### config.mk
export PLATFORM = sky130hd
export DESIGN_NAME = hbp_bus_port
export DESIGN_NICKNAME = d
export VERILOG_FILES = /design/src/rtl/hbp_pkg.sv /design/src/rtl/hbp_slot_fsm.sv /design/src/rtl/hbp_operand_asm.sv /design/src/rtl/hbp_core_stub.sv /design/src/rtl/hbp_unload_seq.sv /design/src/rtl/hbp_bus_port.sv
export SDC_FILE = /design/constraint.sdc
export NUM_CORES = 1
export LEC_CHECK = 0
export BUFFER_PORTS_ARGS = -buffer_cell sky130_fd_sc_hd__buf_2
export CORE_MARGIN = 1.5
export CORE_UTILIZATION = 40
export CTS_BUF_LIST = sky130_fd_sc_hd__clkbuf_8
export DETAILED_ROUTE_END_ITERATION = 16
export PLACE_DENSITY_LB_ADDON = 0.3
export SYNTH_ARGS = -nofsm -noshare
export SYNTH_HDL_FRONTEND = slang
export SYNTH_SLANG_ARGS = --single-unit
### constraint.sdc
create_clock -name clk -period 4.3 [get_ports clk]
set_clock_uncertainty 0.2 [all_clocks]
set_input_delay 0 -clock clk [delete_from_list [all_inputs] [get_ports clk]]
set_output_delay 0 -clock clk [all_outputs]
set_load 0.005 [all_outputs]
### src/rtl/hbp_pkg.sv
package hbp_pkg;

    // Which half-word the bus carries in the current fast cycle.
    typedef enum logic {
        SLOT_LO = 1'b0,
        SLOT_HI = 1'b1
    } slot_e;

    // Per-operand assembly progress.
    typedef enum logic {
        ASM_EMPTY    = 1'b0,
        ASM_LOW_HELD = 1'b1
    } asm_e;

    // Result unload sequencing.
    typedef enum logic [1:0] {
        UNL_IDLE = 2'd0,
        UNL_LO   = 2'd1,
        UNL_HI   = 2'd2
    } unl_e;

endpackage

### src/rtl/hbp_slot_fsm.sv
module hbp_slot_fsm
    import hbp_pkg::*;
(
    input  logic  clk,
    input  logic  rst_n,
    output slot_e slot
);

    slot_e st, st_nx;

    always_comb begin
        st_nx = st;
        unique case (st)
            SLOT_LO: st_nx = SLOT_HI;
            SLOT_HI: st_nx = SLOT_LO;
        endcase
    end

    always_ff @(posedge clk) begin
        if (!rst_n) st <= SLOT_LO;
        else        st <= st_nx;
    end

    assign slot = st;

    // the half marker alternates every fast cycle
    a_r2_lo_to_hi: assert property (@(posedge clk) disable iff (!rst_n)
        (st == SLOT_LO) |=> (st == SLOT_HI));
    a_r2_hi_to_lo: assert property (@(posedge clk) disable iff (!rst_n)
        (st == SLOT_HI) |=> (st == SLOT_LO));

endmodule

### src/rtl/hbp_operand_asm.sv
module hbp_operand_asm
    import hbp_pkg::*;
#(
    parameter int HALF_W = 16
) (
    input  logic                clk,
    input  logic                rst_n,
    input  slot_e               slot_q,
    input  logic                ld_q,
    input  logic [HALF_W-1:0]   half_q,
    output logic [2*HALF_W-1:0] word_o
);

    localparam int WORD_W = 2 * HALF_W;

    asm_e              st, st_nx;
    logic [HALF_W-1:0] lo_hold;
    logic              take_lo;
    logic              commit;

    assign take_lo = (slot_q == SLOT_LO) && ld_q;
    assign commit  = (st == ASM_LOW_HELD) && (slot_q == SLOT_HI) && ld_q;

    always_comb begin
        st_nx = st;
        unique case (st)
            ASM_EMPTY:    st_nx = take_lo ? ASM_LOW_HELD : ASM_EMPTY;
            ASM_LOW_HELD: st_nx = take_lo ? ASM_LOW_HELD : ASM_EMPTY;
        endcase
    end

    always_ff @(posedge clk) begin
        if (!rst_n) st <= ASM_EMPTY;
        else        st <= st_nx;
    end

    always_ff @(posedge clk) begin
        if (!rst_n) begin
            lo_hold <= '0;
            word_o  <= '0;
        end else begin
            if (take_lo) lo_hold <= half_q;
            if (commit)  word_o  <= {half_q, lo_hold};
        end
    end

    // no strobe, no change to the committed word
    a_r4_idle_hold: assert property (@(posedge clk) disable iff (!rst_n)
        !ld_q |=> $stable(word_o));
    // a high-half strobe without a captured low half commits nothing
    a_r5_needs_low: assert property (@(posedge clk) disable iff (!rst_n)
        ((slot_q == SLOT_HI) && ld_q && (st == ASM_EMPTY)) |=> $stable(word_o));
    // after a commit the low bits are the half captured in the low cycle
    a_r3_low_from_hold: assert property (@(posedge clk) disable iff (!rst_n)
        commit |=> (word_o[HALF_W-1:0] == $past(lo_hold)));

    logic unused_w;
    assign unused_w = ^WORD_W;

endmodule

### src/rtl/hbp_core_stub.sv
module hbp_core_stub #(
    parameter int WORD_W = 32,
    parameter int STAGES = 3
) (
    input  logic              clk,
    input  logic              rst_n,
    input  logic              en,
    input  logic [WORD_W-1:0] opa,
    input  logic [WORD_W-1:0] opb,
    input  logic              tag_in,
    output logic [WORD_W-1:0] sum_o,
    output logic              tag_o
);

    localparam int LAST = STAGES - 1;

    logic [WORD_W-1:0] sum_pipe [STAGES];
    logic [STAGES-1:0] tag_pipe;

    always_ff @(posedge clk) begin
        if (!rst_n) begin
            for (int s = 0; s < STAGES; s++) sum_pipe[s] <= '0;
            tag_pipe <= '0;
        end else if (en) begin
            sum_pipe[0] <= opa + opb;
            tag_pipe[0] <= tag_in;
            for (int s = 1; s < STAGES; s++) begin
                sum_pipe[s] <= sum_pipe[s-1];
                tag_pipe[s] <= tag_pipe[s-1];
            end
        end
    end

    assign sum_o = sum_pipe[LAST];
    assign tag_o = tag_pipe[LAST];

    // the pipeline only moves on its slot enable
    a_r9_hold_between_ticks: assert property (@(posedge clk) disable iff (!rst_n)
        !en |=> ($stable(sum_o) && $stable(tag_o)));

endmodule

### src/rtl/hbp_unload_seq.sv
module hbp_unload_seq
    import hbp_pkg::*;
#(
    parameter int HALF_W = 16
) (
    input  logic                clk,
    input  logic                rst_n,
    input  slot_e               slot_q,
    input  logic                tag,
    input  logic [2*HALF_W-1:0] result,
    output logic [HALF_W-1:0]   bus_out,
    output logic                bus_oe
);

    localparam int WORD_W = 2 * HALF_W;

    unl_e              st, st_nx;
    logic [WORD_W-1:0] hold, hold_nx;
    logic              start;

    assign start = (slot_q == SLOT_HI) && tag;

    always_comb begin
        st_nx   = st;
        hold_nx = hold;
        unique case (st)
            UNL_IDLE: st_nx = start ? UNL_LO : UNL_IDLE;
            UNL_LO:   st_nx = UNL_HI;
            UNL_HI:   st_nx = start ? UNL_LO : UNL_IDLE;
            default:  st_nx = UNL_IDLE;
        endcase
        if (start) hold_nx = result;
    end

    always_ff @(posedge clk) begin
        if (!rst_n) begin
            st   <= UNL_IDLE;
            hold <= '0;
        end else begin
            st   <= st_nx;
            hold <= hold_nx;
        end
    end

    always_ff @(posedge clk) begin
        if (!rst_n) begin
            bus_out <= '0;
            bus_oe  <= 1'b0;
        end else begin
            unique case (st_nx)
                UNL_LO: begin
                    bus_out <= hold_nx[HALF_W-1:0];
                    bus_oe  <= 1'b1;
                end
                UNL_HI: begin
                    bus_out <= hold_nx[WORD_W-1:HALF_W];
                    bus_oe  <= 1'b1;
                end
                default: begin
                    bus_out <= '0;
                    bus_oe  <= 1'b0;
                end
            endcase
        end
    end

    // a low result half is always followed by its high half
    a_r7_lo_then_hi: assert property (@(posedge clk) disable iff (!rst_n)
        (st == UNL_LO) |=> (st == UNL_HI));
    // an untagged result in a high slot never enables the bus
    a_r7_no_tag_no_drive: assert property (@(posedge clk) disable iff (!rst_n)
        ((slot_q == SLOT_HI) && !tag) |=> !bus_oe);
    // an idle sequencer in a low slot stays idle
    a_r7_idle_in_low: assert property (@(posedge clk) disable iff (!rst_n)
        ((slot_q == SLOT_LO) && (st == UNL_IDLE)) |=> (st == UNL_IDLE));

endmodule

### src/rtl/hbp_bus_port.sv
module hbp_bus_port
    import hbp_pkg::*;
#(
    parameter int HALF_W      = 16,
    parameter int CORE_STAGES = 3
) (
    input  logic              clk,
    input  logic              rst_n,
    input  logic [HALF_W-1:0] bus_in,
    input  logic              ld_a,
    input  logic              ld_b,
    input  logic              unload,
    output logic              slot_o,
    output logic [HALF_W-1:0] bus_out,
    output logic              bus_oe
);

    localparam int WORD_W = 2 * HALF_W;
    localparam int N_OPS  = 2;

    slot_e              slot;
    slot_e              slot_q;
    logic [HALF_W-1:0]  half_q;
    logic [N_OPS-1:0]   ld_q;
    logic               unl_q;
    logic               unl_hold;
    logic [WORD_W-1:0]  opnd [N_OPS];
    logic               core_en;
    logic [WORD_W-1:0]  core_sum;
    logic               core_tag;

    hbp_slot_fsm u_slot (
        .clk   (clk),
        .rst_n (rst_n),
        .slot  (slot)
    );

    // Input register stage: every bus input and strobe is captured first.
    always_ff @(posedge clk) begin
        if (!rst_n) begin
            half_q <= '0;
            ld_q   <= '0;
            unl_q  <= 1'b0;
            slot_q <= SLOT_LO;
        end else begin
            half_q <= bus_in;
            ld_q   <= {ld_b, ld_a};
            unl_q  <= unload;
            slot_q <= slot;
        end
    end

    // The unload request belongs to the slot whose high half carries it.
    always_ff @(posedge clk) begin
        if (!rst_n)                  unl_hold <= 1'b0;
        else if (slot_q == SLOT_HI)  unl_hold <= unl_q;
    end

    for (genvar g = 0; g < N_OPS; g++) begin : g_opnd
        hbp_operand_asm #(.HALF_W(HALF_W)) u_asm (
            .clk    (clk),
            .rst_n  (rst_n),
            .slot_q (slot_q),
            .ld_q   (ld_q[g]),
            .half_q (half_q),
            .word_o (opnd[g])
        );
    end

    assign core_en = (slot_q == SLOT_LO);

    hbp_core_stub #(.WORD_W(WORD_W), .STAGES(CORE_STAGES)) u_core (
        .clk    (clk),
        .rst_n  (rst_n),
        .en     (core_en),
        .opa    (opnd[0]),
        .opb    (opnd[1]),
        .tag_in (unl_hold),
        .sum_o  (core_sum),
        .tag_o  (core_tag)
    );

    hbp_unload_seq #(.HALF_W(HALF_W)) u_unload (
        .clk     (clk),
        .rst_n   (rst_n),
        .slot_q  (slot_q),
        .tag     (core_tag),
        .result  (core_sum),
        .bus_out (bus_out),
        .bus_oe  (bus_oe)
    );

    assign slot_o = (slot == SLOT_HI);

    // an undriven bus carries zero
    a_r8_bus_quiet: assert property (@(posedge clk) disable iff (!rst_n)
        !bus_oe |-> (bus_out == '0));
    // the enable is raised only right after a tagged result reached the end
    a_r7_enable_source: assert property (@(posedge clk) disable iff (!rst_n)
        $rose(bus_oe) |-> $past(core_tag));

endmodule

==> insert_results.sql <==
INSERT INTO impl_metrics (metric_group, metric, value, unit) VALUES
('setup_path', 'setup.reg_to_reg.worst_slack', '1.36', 'ns'),
('synth', 'synth_top_family_by_area', 'simple AND/OR/NAND/NOR gates', ''),
('synth', 'share_of_flip_flops_with_an_asynchronous_set_or_reset_after_synthesis', '0', '%'),
('floorplanning', 'total_die_area', '0.0278', 'mm^2'),
('finish', 'final_net_count', '1165', ''),
('floorplanning', 'pin_count', '39', ''),
('setup_path', 'crit_buf_inv', '0', ''),
('clock_tree', 'cts.clk_slew.worst_paths', '0.06', 'ns'),
('setup_path', 'cp.required', '4.35', 'ns'),
('sta', 'timing.final.crit_share', '68.3', '%'),
('finish', 'util_after_layout', '47.2', '%'),
('synth', 'synth_xor_xnor_area_share', '2.21', '%'),
('route', 'detailedRoute.firstIterationViolations', '405', ''),
('global_route', 'pin_count_of_the_biggest_net_entering_global_routing', '118', ''),
('route', 'route.detailed.wl_per_inst', '14.8', 'um'),
('sta', 'max-slew-margin-rel', '29.5', '%'),
('sta', 'clock.fmax', '0.340', 'GHz'),
('route', 'detail_route.first_pass.iterations', '7', ''),
('synth', 'postSynthCellCount', '1047', ''),
('synth', 'synth.ff_latch_count', '254', ''),
('synth', 'post_synth_num_cell_types', '58', ''),
('route', 'drt.antenna.violating_nets', '0', ''),
('floorplanning', 'core_area', '0.0262', 'mm^2'),
('setup_path', 'reg2regPathDepth', '9', ''),
('floorplanning', 'dieHeight', '167', 'um'),
('global_route', 'first_global_vias', '7162', ''),
('setup_path', 'timing.critical_path.from_type', 'flop', ''),
('finish', 'multiInputGateArea', '0.00438', 'mm^2'),
('clock_tree', 'tritoncts', 'done', ''),
('placement', 'place.detailed.instances', '1366', ''),
('setup_path', 'setup.worst_path.class', 'flop to flop', ''),
('route', 'via_per_inst', '4.84', ''),
('finish', 'num-fill-cells', '2479', ''),
('min_path', 'min_path_type', 'input port to flop', ''),
('synth', 'syn_area', '0.0107', 'mm^2'),
('finish', 'insertedDiodeCount', '0', ''),
('synth', 'syn-num-nets', '1100', ''),
('global_route', 'grt_first_pass_wirelength', '36.7', 'mm'),
('synth', 'synth_top_flop_cell', 'dfxtp_1', ''),
('finish', 'post_route_cells_drive_above_1_share', '10.8', '%'),
('sta', 'final_max_slew_viol_count', '0', ''),
('finish', 'final-instance-count-excl-fill', '1482', ''),
('synth', 'synth_area_leaders', 'dfxtp_1 30%, edfxtp_1 27%, nand2_1 8.3%', ''),
('clock_tree', 'clock_root_buffer_master', 'clkbuf_8', ''),
('setup_path', 'crit_path_cell_trace', 'ha_1, fa_1, a21o_1, a221oi_2, o21a_1, o221ai_1, a31oi_1, xor2_1, nor2_1', ''),
('synth', 'synth_compound_gate_area_share', '14.4', '%'),
('power', 'worst_ir_drop_vdd', '231', 'uV'),
('power', 'static_leak', '0.00479', 'uW'),
('synth', 'synth_seq_area_share', '56.4', '%'),
('placement', 'io_buffer_count', '38', ''),
('finish', 'area_growth', '15.4', '%'),
('synth', 'synth_edf_count', '96', ''),
('setup_path', 'regToRegStartpoint', 'g_opnd[0].u_asm.word_o[0]$_SDFFE_PN0P_', ''),
('setup_path', 'r2r_end', 'u_core.sum_pipe[0][24]$_SDFFCE_PN0P_', ''),
('placement', 'hpwlAfterDp', '14.6', 'mm'),
('global_route', 'grt_overflow', '0', ''),
('floorplanning', 'fp-row-count', '59', ''),
('sta', 'report.final.hold_viol_count', '0', ''),
('synth', 'post_synth.cell_area_avg', '10.2', 'um^2'),
('placement', 'gp_congestion', '0.834', ''),
('min_path', 'timing.hold.worst_path_depth', '3', ''),
('sta', 'timing.setup.tns', '0', 'ns'),
('setup_path', 'worst-path-max-fanout', '4', ''),
('synth', 'synthDominantAreaCellType', 'dfxtp_1', ''),
('route', 'vias', '7177', ''),
('floorplanning', 'die_w', '167', 'um'),
('sta', 'setup_viol_count_final', '0', ''),
('clock_tree', 'clk_latency', '0.53', 'ns'),
('sta', 'max_slew.worst_pin.slew', '1.05', 'ns'),
('setup_path', 'slowest_stage', 'fa_1', ''),
('outcome', 'outcome', 'complete, no violations', '');
==> synthesized netlist by cell type, types with 2 or more instances <==
| cell type | instances |
|---|---|
| xor2_1 | 14 |
| mux2i_1 | 17 |
| edfxtp_1 | 96 |
| nand3_1 | 8 |
| o31ai_1 | 3 |
| buf_4 | 2 |
| nor3_1 | 8 |
| a31oi_1 | 2 |
| ha_1 | 31 |
| buf_2 | 4 |
| clkbuf_1 | 56 |
| nand2b_1 | 6 |
| and3_1 | 3 |
| a211oi_1 | 3 |
| buf_6 | 2 |
| nor2_1 | 34 |
| o21a_1 | 7 |
| o21bai_1 | 4 |
| nand2_1 | 236 |
| o21ai_0 | 32 |
| a41oi_1 | 2 |
| xnor2_1 | 13 |
| a21boi_0 | 99 |
| a211o_1 | 2 |
| o211ai_1 | 2 |
| and2_1 | 93 |
| a21oi_1 | 34 |
| nand3b_1 | 2 |
| nor2b_1 | 21 |
| nand4_1 | 11 |
| a21o_1 | 10 |
| inv_1 | 7 |
| dfxtp_1 | 158 |
==> routing by layer <==
metal  part of all wire (%)  track usage, %  wire, um  vias to the layer above
met5                      0               0         0                        -
met4                    1.4            4.43       315                        0
met3                    3.3            2.69       716                       31
met2                     46            26.3     10000                      121
met1                     50            22.1     10900                     3319
li1                       -               -         -                     3706
==> area by class of cell <==
class,instances,share of cell area (%)
well taps,335,3.39
clock buffers,52,5.79
clock inverters,28,1.18
flip-flops and latches,254,48.9
repair buffers,85,5.14
multi-input cells,721,35.4
inverters,7,0.212
==> state kept, by name, summed over array words and instances (netlist names), 2 cells and up <==
| register | cells |
|---|---|
| u_core.sum_pipe | 96 |
| g_opnd.u_asm.word_o | 64 |
| g_opnd.u_asm.st | 2 |
| half_q | 16 |
| u_unload.st | 2 |
| ld_q | 2 |
| g_opnd.u_asm.lo_hold | 32 |
| u_core.tag_pipe | 3 |
| u_unload.bus_out | 16 |
| u_unload.hold | 16 |
==> stage by stage <==
stage | hold slack [ns] | worst slack (ns) | cell area (um^2) | total power (uW)
final | 0.0234 | 1.36 | 12400 | 4820
after CTS | 0.00807 | 1.36 | 12400 | 4880
after detailed placement | 0.00884 | 1.38 | 11100 | 2760
after global routing | 0.0132 | 1.15 | 12400 | 5010
after global placement | 0.00506 | 1.41 | 11100 | 2760
after floorplan | -0.0727 | 1.03 | 10700 | 2710
==> worst min-delay path, delay by kind of cell <==
kind | cells | cell delay (ns)
AND/OR/NAND/NOR | 1 | 0.10
buffers and inverters | 2 | 0.61
==> kinds of logic after synthesis <==
kind of cell | Yosys count
AOI/OAI and AO/OA | 217
xor gates and xnor gates | 27
adders and majority gates | 32
buffers and inverters | 72
DFF | 254
muxes | 17
and+or+nand+nor | 428
==> timing repair <==
| item | 4_1_cts | 5_1_grt |
|---|---|---|
| hold endpoints to repair | 49 | 0 |
| hold buffers | 36 | 0 |
| setup endpoints to repair | 0 | 0 |
| resized for setup | 0 | 0 |
==> layout by cell type, fill, tap and decap left out, types with 6 or more instances in the layout <==
cell and n:
a21oi_1 34, dlygate4sd3_1 36, and2_1 93, dfxtp_1 158, nor2b_1 20, a21boi_0 99
nand4_1 11, nor3_1 8, xnor2_1 13, inv_1 29, ha_1 31, nand2_1 235
buf_2 37, o21a_1 7, o21ai_0 32, mux2i_1 17, nand2b_1 6, buf_4 12
edfxtp_1 96, xor2_1 14, nand3_1 8, nor2_1 34, clkbuf_8 52, a21o_1 10
==> worst max-delay path by stage <==
stage / to / from / cells past startpoint / slack (ns)
floorplan: u_core.sum_pipe[0][0]$_SDFFCE_PN0P_ / slot_q$_SDFF_PN0_ / 2 / 1.03
global placement: u_core.sum_pipe[0][24]$_SDFFCE_PN0P_ / g_opnd[0].u_asm.word_o[0]$_SDFFE_PN0P_ / 9 / 1.41
detailed placement: u_core.sum_pipe[0][24]$_SDFFCE_PN0P_ / g_opnd[0].u_asm.word_o[0]$_SDFFE_PN0P_ / 9 / 1.38
CTS: u_core.sum_pipe[0][24]$_SDFFCE_PN0P_ / g_opnd[0].u_asm.word_o[0]$_SDFFE_PN0P_ / 9 / 1.36
global route: u_core.sum_pipe[0][24]$_SDFFCE_PN0P_ / g_opnd[0].u_asm.word_o[0]$_SDFFE_PN0P_ / 9 / 1.15
finish: u_core.sum_pipe[0][24]$_SDFFCE_PN0P_ / g_opnd[0].u_asm.word_o[0]$_SDFFE_PN0P_ / 9 / 1.36
==> where the power goes <==
part / switching (uW) / internal, uW
clock network: 930 / 1160
registers: 31.9 / 2550
logic: 75.7 / 68.7
Note: power is estimated with default switching activity, not from simulation.
